`src/rtl/adc_offset_corrector.sv`:
```
module adc_offset_corrector #(
  parameter int RAW_W = 12,
  parameter int CAL_W = 6
) (
  input  logic             clk,
  input  logic             rst_n,
  input  logic             in_valid,
  input  logic [RAW_W-1:0] in_raw,
  input  logic [1:0]       res_sel,
  input  logic [CAL_W-1:0] cal_code,
  output logic             out_valid,
  output logic [RAW_W-1:0] out_result,
  output logic             out_sat
);
  localparam int SUM_W = RAW_W + 2;

  logic [2:0]              shamt;
  logic [RAW_W-1:0]        full_scale;
  logic [RAW_W-1:0]        raw_m;
  logic signed [CAL_W-1:0] corr;
  logic signed [SUM_W-1:0] sum;
  logic                    under, over;

  always_comb begin
    case (res_sel)
      2'd1:    shamt = 3'd2;
      2'd2:    shamt = 3'd4;
      default: shamt = 3'd0;
    endcase
  end

  assign full_scale = {RAW_W{1'b1}} >> shamt;
  assign raw_m      = in_raw & full_scale;
  assign corr       = $signed(cal_code) >>> shamt;
  assign sum        = $signed({2'b00, raw_m}) + $signed({{(SUM_W-CAL_W){corr[CAL_W-1]}}, corr});
  assign under      = sum[SUM_W-1];
  assign over       = !under && (sum > $signed({2'b00, full_scale}));

  always_ff @(posedge clk) begin
    if (!rst_n) begin
      out_valid  <= 1'b0;
      out_sat    <= 1'b0;
      out_result <= '0;
    end else begin
      out_valid <= in_valid;
      out_sat   <= in_valid && (under || over);
      if (in_valid) begin
        if (under)     out_result <= '0;
        else if (over) out_result <= full_scale;
        else           out_result <= sum[RAW_W-1:0];
      end
    end
  end
endmodule


```
`config.mk`:
```
export PLATFORM = sky130hd
export DESIGN_NAME = adc_offset_corrector
export DESIGN_NICKNAME = d
export VERILOG_FILES = /design/src/rtl/adc_offset_corrector.sv
export SDC_FILE = /design/constraint.sdc
export NUM_CORES = 1
export LEC_CHECK = 0
export BUFFER_PORTS_ARGS = -buffer_cell sky130_fd_sc_hd__buf_2
export CAP_MARGIN = 10
export CORE_MARGIN = 2
export CORE_UTILIZATION = 35
export DETAILED_ROUTE_END_ITERATION = 8
export SETUP_SLACK_MARGIN = 0.15
export SYNTH_ARGS = -nofsm -noshare
export SYNTH_HDL_FRONTEND = slang
export SYNTH_SLANG_ARGS = --single-unit
```
`constraint.sdc`:
```
create_clock -name clk -period 4.39 [get_ports clk]
set_input_delay 0.2195 -clock clk [delete_from_list [all_inputs] [get_ports clk]]
set_output_delay 0.2195 -clock clk [all_outputs]
set_load 0.05 [all_outputs]
```
==> results of run 1 <==
==> logic make-up after synthesis <==
| group | count (synthesis) | synth area share (%) |
|---|---|---|
| AOI/OAI and AO/OA | 66 | 28.8 |
| xor gates and xnor gates | 9 | 5.67 |
| adders and majority gates | 23 | 17.2 |
| buffers and inverters | 21 | 6.40 |
| DFF | 14 | 16.3 |
| muxes | 2 | 1.89 |
| and+or+nand+nor | 76 | 23.8 |
==> cell usage after synthesis (all sizes together), types with 5 or more instances <==
master  count  area share [%]
nand2      24             5.4
ha         22              16
a21oi      21             6.3
inv        15             3.3
nor2       15             4.2
dfxtp      14              16
o21ai       9             3.5
a32oi       6             3.1
nand2b      6             2.2
a21o        5             2.5
a22o        5             2.5
and3        5             2.1
nor2b       5             1.8
o31ai       5             2.2
xor2        5             3.6
==> state kept, by name (all words and copies together), names as in the netlist <==
name / count
out_result: 12
out_sat: 1
out_valid: 1
==> power by group <==
| part | leakage [nW] | switching [mW] | internal [mW] |
|---|---|---|---|
| Combinational | 0.993 | 0.249 | 0.187 |
| Sequential | 0.115 | 0.00681 | 0.141 |
| Clock | 0.0288 | 0.0425 | 0.0793 |
| Total | 1.14 | 0.298 | 0.407 |
==> how the worst max path moves through the flow <==
stage | from | to | slack [ns] | depth (start not counted)
CTS | res_sel[1] | out_result[10] | 0.16 | 21
detailed placement | res_sel[1] | out_result[9] | -0.29 | 21
finish | res_sel[1] | out_result[3] | 0.35 | 20
global placement | res_sel[1] | out_result[6] | -0.20 | 21
floorplan | res_sel[1] | out_result[10] | 0.24 | 21
global route | res_sel[1] | out_result[3] | 0.10 | 21
==> metal layers <==
| metal | GRT usage [%] | vias up | routed length [µm] |
|---|---|---|---|
| li1 | - | 897 | - |
| met1 | 20.1 | 801 | 2090 |
| met2 | 26.6 | 36 | 2170 |
| met3 | 0.542 | 4 | 110 |
| met4 | 4.85 | 0 | 34 |
| met5 | 0 | - | 0 |
==> layout make-up <==
type	count	area share, %
clock buffers	4	2.34
inverters	15	2.39
multi-input cells	176	62.3
flip-flops and latches	14	11.9
well taps	67	3.56
repair buffers	67	17.5
==> per-stage QoR <==
step                      cells  area, µm²  hold WS, ns
after CTS                   336       2180        0.337
after floorplan             211       1720        0.450
after global routing        343       2350        0.383
final                       343       2350        0.325
after global placement      332       2110        0.433
after detailed placement    332       2110        0.438
==> worst max-delay path: cells and delay by family <==
kind	cells	cell delay, ns
adder cells (fa/ha/maj)	3	0.81
AO/OA/AOI/OAI	8	1.79
XOR/XNOR	1	0.12
multiplexers	1	0.23
AND/OR/NAND/NOR	5	0.83
buffers and inverters	2	0.17
==> cell usage in the layout, fill, tap and decap left out, drive strengths merged, types with 3 or more instances in the layout <==
| cell | count |
|---|---|
| a21oi | 21 |
| a22o | 5 |
| xor2 | 5 |
| o211ai | 3 |
| xnor2 | 4 |
| inv | 15 |
| dfxtp | 14 |
| ha | 22 |
| and2 | 4 |
| or2 | 4 |
| nor2 | 15 |
| buf | 67 |
| a21o | 5 |
| nor2b | 5 |
| nand2b | 6 |
| nand3 | 4 |
| nor3 | 4 |
| o21ai | 9 |
| nand2 | 24 |
| o31ai | 5 |
| clkbuf | 4 |
| a32oi | 6 |
| and3 | 5 |
==> timing repair <==
item / 4_1_cts / 5_1_grt
endpoints found under the hold margin: 0 / 0
setup endpoints to repair: 12 / 13
setup buffers: 0 / 7
pin swaps: 0 / 24
resized for setup: 4 / 29
==> results.json, run 1 <==
{
  "cts_sinks": 14,
  "min-delay-start": "rst_n",
  "place_ws_ns": -0.285,
  "slowest_delay_ns": 0.35,
  "cts-buffers-inserted": 3,
  "maxSlewViolCount": 0,
  "min_period_over_period_pct": 92.0,
  "h-tree-depth": 1,
  "regToRegStartpoint": "out_result[10]",
  "grt_pass1_vias": 1532,
  "seq_area_frac_synth_pct": 16.3,
  "reg2reg_depth": 2,
  "path_clk_slew_ns": 0.05,
  "end_kind": "register",
  "cts-root-buf": "clkbuf_8",
  "final.setup_skew_ns": 0,
  "area_growth_pct": 36.9,
  "place_congestion": 0.845,
  "outcome": "finished clean",
  "fillers": 454,
  "tightest_slew_ns": 1.09,
  "setup_violations": 0,
  "die_w_um": 74.1,
  "wl_per_cell_um": 12.9,
  "drc": 0,
  "max_clock_freq_mhz": 248,
  "crit_fanout": 8,
  "vias_per_cell": 5.07,
  "seqCellArea_um2": 280,
  "dr.pass1.iters": 4,
  "cts_tree": "done",
  "grtUsageTotal_pct": 15.2,
  "finalPower_uw": 705,
  "multiInputGateArea_um2": 1470,
  "slew_headroom_pct": 27.1,
  "async_flop_share_pct": 0,
  "min_path_cells": 3,
  "final_core_util_pct": 49.9,
  "worstSetupPathType": "input pin to register",
  "cpMaxStageDelayCell": "a31oi_4",
  "antenna_found_initial": 0,
  "crit_arrival_ns": 4.18,
  "r2r_end": "out_result[10]",
  "synth_cells": 211,
  "grt_pass1_wl_mm": 6.64,
  "cts_max_path_buffers": 2,
  "num_antenna_cells": 0,
  "timing.max_cap.violations": 0,
  "die_h_um": 74.1,
  "final_nets": 323,
  "crit_chain": "buf_2 -> inv_2 -> ha_4 -> mux2i_2 -> a21oi_2 -> ha_1 -> a21o_2 -> or2_4 -> a211o_1 -> a21oi_2 -> xnor2_2 -> ha_1 -> nand4b_1 -> nor3_2 -> nand4_1 -> o31ai_2 -> a221oi_2 -> a31oi_4 -> nand2b_1 -> a22o_1",
  "rows": 25,
  "hp-class": "input pin to register",
  "core_area_um2": 4720,
  "min_period_ns": 4.04,
  "synth_cell_types": 56,
  "crit_path_start_kind": "input pin",
  "syn_area_um2": 1720,
  "syn_nets": 257,
  "worstPathRequired_ns": 4.53,
  "synth_seq_cells": 14,
  "drt_iter0_markers": 91,
  "drive_gt1_share_pct": 43.1,
  "grt-ovfl-total": 0,
  "hold_buffers": 0,
  "pwr_density_cell_nw_per_um2": 300,
  "ys_warn_count": 0,
  "grt_max_degree": 19,
  "finalHoldViolCount": 0,
  "min_to": "out_valid",
  "die_area_um2": 5490,
  "start_util_pct": 36.4,
  "syn_avg_cell_area_um2": 8.15,
  "drt-total-wl_mm": 4.41,
  "rsz0062_at_grt": "false",
  "dpl.hpwl_mm": 3.52,
  "synth_edf_count": 0,
  "irDropWorstVdd_mv": 0.142,
  "antenna_left": 0,
  "fin_setup_tns_ns": 0,
  "reg2reg_setup_slack_ns": 3.67,
  "clock_latency_ns": 0.24,
  "num_io_pins": 37,
  "worst_slack_ns": 0.350,
  "vias": 1738,
  "synth_ff_type": "dfxtp_1",
  "p_leak_nw": 1.14,
  "io_buffers": 36
}
Power figures use the tool's default switching activity.
==> run 2: changes to the inputs <==
PLACE_DENSITY = 0.69   (was default)
==> run 2 against run 1 <==
Net effect: critical path depth grew 2; sequential power is essentially flat; non-clock buffer count shrank 6; die area is the same; worst setup slack lost 0.0073 ns.
==> results.json, run 2 (synthesis results as in run 1) <==
{
  "drt_iter0_markers": 54,
  "crit_arrival_ns": 4.21,
  "pwr_density_cell_nw_per_um2": 293,
  "rows": 25,
  "regToRegStartpoint": "out_result[7]",
  "tightest_slew_ns": 1.10,
  "area_growth_pct": 31.9,
  "grt_pass1_wl_mm": 6.71,
  "regMostFlops": "out_result",
  "grt-ovfl-total": 0,
  "crit_fanout": 8,
  "worst_slack_ns": 0.343,
  "finalHoldViolCount": 0,
  "fillers": 458,
  "min_period_ns": 4.05,
  "clock_latency_ns": 0.24,
  "rsz0062_at_grt": "false",
  "final_nets": 317,
  "die_h_um": 74.1,
  "core_area_um2": 4720,
  "dpl.hpwl_mm": 3.45,
  "dr.pass1.iters": 4,
  "hp-class": "input pin to register",
  "grt_pass1_vias": 1561,
  "h-tree-depth": 1,
  "vias_per_cell": 5.07,
  "die_w_um": 74.1,
  "reg2reg_setup_slack_ns": 3.66,
  "cts-root-buf": "clkbuf_8",
  "drt-total-wl_mm": 4.08,
  "mostFrequentLayoutCell": "buf_2",
  "num_antenna_cells": 0,
  "largest_reg_flops": 12,
  "path_clk_slew_ns": 0.05,
  "drc": 0,
  "cts_tree": "done",
  "r2r_end": "out_result[7]",
  "timing.max_cap.violations": 0,
  "place_congestion": 0.833,
  "start_util_pct": 36.4,
  "drive_gt1_share_pct": 38.3,
  "multiInputGateArea_um2": 1440,
  "place_ws_ns": -0.203,
  "end_kind": "register",
  "wl_per_cell_um": 12.1,
  "crit_chain": "buf_2 -> inv_2 -> ha_4 -> mux4_2 -> ha_2 -> inv_1 -> fa_2 -> nand2b_4 -> a21boi_1 -> or3_4 -> a21oi_4 -> xnor2_2 -> ha_1 -> nand2_2 -> nor3_2 -> nand4_1 -> o31ai_2 -> a221oi_2 -> a31oi_4 -> buf_6 -> o21ai_2 -> a32oi_1",
  "crit_start": "res_sel[1]",
  "min_period_over_period_pct": 92.2,
  "die_area_um2": 5490,
  "endpoint": "out_result[11]",
  "cts_sinks": 14,
  "cp_num_buf_inv": 4,
  "maxSlewViolCount": 0,
  "cts_max_path_buffers": 2,
  "seqCellArea_um2": 280,
  "slew_headroom_pct": 26.7,
  "outcome": "finished clean",
  "worstPathRequired_ns": 4.56,
  "grtUsageTotal_pct": 15.5,
  "num_io_pins": 37,
  "cp.depth": 22,
  "worstSetupPathType": "input pin to register",
  "grt_max_degree": 19,
  "layout_common_cells": "buf_2, buf_4, nand2_1, ha_1, a21oi_1",
  "reg_top3": "out_result (12), out_sat (1), out_valid (1)",
  "final.setup_skew_ns": 0,
  "io_buffers": 36,
  "setup_violations": 0,
  "crit_path_start_kind": "input pin",
  "cpMaxStageDelayCell": "mux4_2",
  "p_leak_nw": 1.10,
  "reg2reg_depth": 2,
  "finalPower_uw": 666,
  "cts-buffers-inserted": 3,
  "antenna_found_initial": 0,
  "vias": 1704,
  "slowest_delay_ns": 0.51,
  "path_delay_family": "compound AO/OA/AOI/OAI gates",
  "irDropWorstVdd_mv": 0.120,
  "antenna_left": 0,
  "max_clock_freq_mhz": 247
}
## run 2: changes by cell type in the layout (fill, tap and decap cells not counted), sizes merged
cell,before,now
buf,67,61
clkbuf,4,3
## run 2: worst min path at each step
stage | from | slack, ns | end | cells after the start
6_report | rst_n | 0.32 | out_valid | 3
5_1_grt | rst_n | 0.39 | out_valid | 3
4_1_cts | in_valid | 0.33 | out_valid | 3
3_5_place_dp | out_result[4] | 0.43 | out_result[4] | 2
3_3_place_gp | out_result[4] | 0.43 | out_result[4] | 2
2_1_floorplan | in_valid | 0.45 | out_valid | 2
## run 2: area by class of cell
type / count / area share [%]
Timing Repair Buffer: 61 / 16.4
Inverter: 15 / 2.48
Sequential cell: 14 / 12.3
Tap cell: 67 / 3.69
Multi-Input combinational cell: 176 / 63.3
Clock buffer: 3 / 1.82
## run 2: per-layer routing
metal	part of all wire, %	vias up	global-route usage (%)	wire, µm
met5	0	-	0	0
met4	1.8	0	6.46	72
met3	4.9	7	0.813	198
met2	48	45	25.7	1960
met1	45	766	20.9	1850
li1	-	886	-	-
## run 2: power by group
part	leakage (nW)	internal, mW	switching, mW
logic	0.960	0.176	0.241
registers	0.115	0.141	0.00669
clock network	0.0216	0.0605	0.0404
## run 2: per-stage QoR
step | instances | cell area [µm²] | utilization [%] | TNS (ns) | hold slack (ns)
global placement | 330 | 2100 | 44.4 | -0.803 | 0.431
detailed placement | 330 | 2100 | 44.4 | -1.88 | 0.426
CTS | 333 | 2150 | 45.5 | 0 | 0.327
floorplan | 211 | 1720 | - | 0 | 0.450
global route | 336 | 2270 | 48.1 | 0 | 0.387
finish | 336 | 2270 | 48.1 | 0 | 0.321
## run 2: worst register-to-register path, cell delays in order (launching register included)
cell,delay [ns]
dfxtp_1,0.34
a21oi_1,0.08
a32oi_1,0.23
## run 2: what timing repair did
action                     CTS  global route
gates cloned                 0             0
pin swaps                    0            10
hold buffers                 0             0
setup buffers                0             3
setup endpoints to repair   12            13
resized for setup            2            23
==> run 3: changes to the inputs <==
==> constraint.sdc (replaced) <==
create_clock -name clk -period 4.39 [get_ports clk]
set_input_delay 0.6585 -clock clk [delete_from_list [all_inputs] [get_ports clk]]
set_output_delay 0.6585 -clock clk [all_outputs]
set_load 0.05 [all_outputs]
==> run 3 against run 2 <==
Net effect: flip-flop and latch count stayed put; core utilization is 5.0 points higher; die area stayed put; cell area is 10% higher; maximum frequency is 7.6% lower; first-iteration DRC count is 43% lower; combinational power is 12% higher; routed wire length is 9.8% higher; global-route usage is 0.88 points higher; sequential share of layout area is 1.2 points lower; count of clock-buffer cells in the layout stayed put; critical path type unchanged; largest cell class unchanged; highest routed layer unchanged.
==> results.json, run 3 (synthesis results as in run 1) <==
{
  "r2r_end": "out_result[6]",
  "irDropWorstVdd_mv": 0.112,
  "crit_start": "res_sel[1]",
  "core_area_um2": 4720,
  "multiInputGateArea_um2": 1500,
  "seqCellArea_um2": 280,
  "reg_top3": "out_result (12), out_sat (1), out_valid (1)",
  "mostFrequentLayoutCell": "buf_4",
  "h-tree-depth": 1,
  "placed_cell_area_um2": 2300,
  "crit_chain": "buf_12 -> inv_12 -> ha_4 -> mux4_2 -> ha_4 -> inv_2 -> fa_2 -> nand2b_4 -> a21boi_2 -> or3_4 -> a21oi_4 -> xnor2_2 -> ha_1 -> nand2_2 -> nor3_2 -> nand4_1 -> o31ai_2 -> a221oi_2 -> a31oi_4 -> nand2_1 -> a22o_1",
  "reg2reg_depth": 2,
  "cts_sinks": 14,
  "min_period_over_period_pct": 99.8,
  "grt-ovfl-total": 0,
  "timing.max_cap.violations": 0,
  "finalHoldViolCount": 0,
  "cp_common_cell": "ha_4",
  "min_period_ns": 4.38,
  "end_kind": "register",
  "num_io_pins": 37,
  "reg2reg_setup_slack_ns": 3.67,
  "die_h_um": 74.1,
  "clock_latency_ns": 0.24,
  "crit_fanout": 8,
  "layout_common_cells": "buf_4, buf_2, nand2_1, ha_1, a21oi_1",
  "num_antenna_cells": 0,
  "start_util_pct": 36.4,
  "tightest_slew_ns": 1.13,
  "drc": 0,
  "grt_max_degree": 19,
  "antenna_left": 0,
  "drive_gt1_share_pct": 45.3,
  "vias_per_cell": 5.02,
  "slowest_delay_ns": 0.53,
  "cts_tree": "done",
  "outcome": "finished clean",
  "vias": 1787,
  "rsz0062_at_grt": "true",
  "antenna_found_initial": 0,
  "io_buffers": 36,
  "grtUsageTotal_pct": 16.3,
  "final.setup_skew_ns": 0,
  "worstSetupPathType": "input pin to register",
  "place_ws_ns": -0.402,
  "fin_area_um2": 2510,
  "cpMaxStageDelayCell": "mux4_2",
  "grt_pass1_vias": 1663,
  "regToRegStartpoint": "out_result[6]",
  "crit_path_start_kind": "input pin",
  "wl_per_cell_um": 12.6,
  "place_congestion": 0.926,
  "cts_max_path_buffers": 2,
  "maxSlewViolCount": 0,
  "setup_violations": 0,
  "drt-total-wl_mm": 4.48,
  "drt_iter0_markers": 31,
  "cts-root-buf": "clkbuf_8",
  "area_growth_pct": 45.7,
  "hp-class": "register to register",
  "die_area_um2": 5490,
  "worstPathRequired_ns": 4.52,
  "pwr_density_cell_nw_per_um2": 285,
  "fillers": 444,
  "rows": 25,
  "worst_slack_ns": 0.00895,
  "crit_arrival_ns": 4.51,
  "hold_buffers": 0,
  "dpl.hpwl_mm": 3.62,
  "regMostFlops": "out_result",
  "path_clk_slew_ns": 0.05,
  "min_path_cells": 2,
  "cts-buffers-inserted": 3,
  "grt_pass1_wl_mm": 7.18,
  "slew_headroom_pct": 24.5,
  "final_nets": 337,
  "die_w_um": 74.1,
  "min-delay-start": "out_result[4]",
  "max_clock_freq_mhz": 228,
  "largest_reg_flops": 12,
  "min_to": "out_result[4]",
  "p_leak_nw": 1.21,
  "dr.pass1.iters": 4
}
run 3: changes by cell type in the layout (fill, tap and decap cells not counted), sizes merged:
cell / delta
buf: +20
run 3: how the worst max path moves through the flow:
stage	cells past startpoint	end	slack, ns
5_1_grt	21	out_result[2]	-0.21
6_report	21	out_result[2]	0.009
2_1_floorplan	21	out_result[0]	0.09
4_1_cts	21	out_result[2]	0.02
3_5_place_dp	20	out_result[2]	-0.40
3_3_place_gp	20	out_result[5]	-0.28
run 3: where the power goes:
group	internal (mW)	switching (mW)	leakage (nW)
clock network	0.0603	0.0377	0.0216
registers	0.141	0.00727	0.115
logic	0.208	0.259	1.07
run 3: critical path: cells and delay by family:
kind            cells  cell delay (ns)
fa+ha+maj           4             0.82
xor+xnor            1             0.09
compound gates      6             1.16
buf+inv             3             0.20
simple gates        6             1.03
mux                 1             0.53
run 3: per-layer routing:
metal | track usage [%] | up-vias | routed length (µm)
li1 | - | 927 | -
met1 | 21.2 | 818 | 2140
met2 | 29.6 | 38 | 2160
met3 | 0.813 | 4 | 128
met4 | 4.04 | 0 | 45
met5 | 0 | - | 0
run 3: cell type report:
class                           instances  area share, %
Clock buffer                            3           1.65
Inverter                               15           2.74
Multi-Input combinational cell        176           59.7
Sequential cell                        14           11.2
Tap cell                               67           3.34
Timing Repair Buffer                   81           21.4
run 3: repair_timing:
| item | CTS | global route |
|---|---|---|
| pin swaps | 17 | 4 |
| buffers inserted | 5 | 2 |
| endpoints found under the setup margin | 13 | 13 |
| resized for setup | 17 | 5 |
run 3: through the flow:
stage / util [%] / hold WS, ns / total power [mW] / instances / setup TNS (ns)
finish: 53.1 / 0.433 / 0.714 / 356 / 0
global route: 53.1 / 0.449 / 0.765 / 356 / -2.00
CTS: 52.1 / 0.435 / 0.695 / 354 / 0
detailed placement: 48.8 / 0.426 / 0.566 / 346 / -4.38
global placement: 48.8 / 0.421 / 0.561 / 346 / -3.14
floorplan: - / 0.657 / 0.439 / 211 / 0
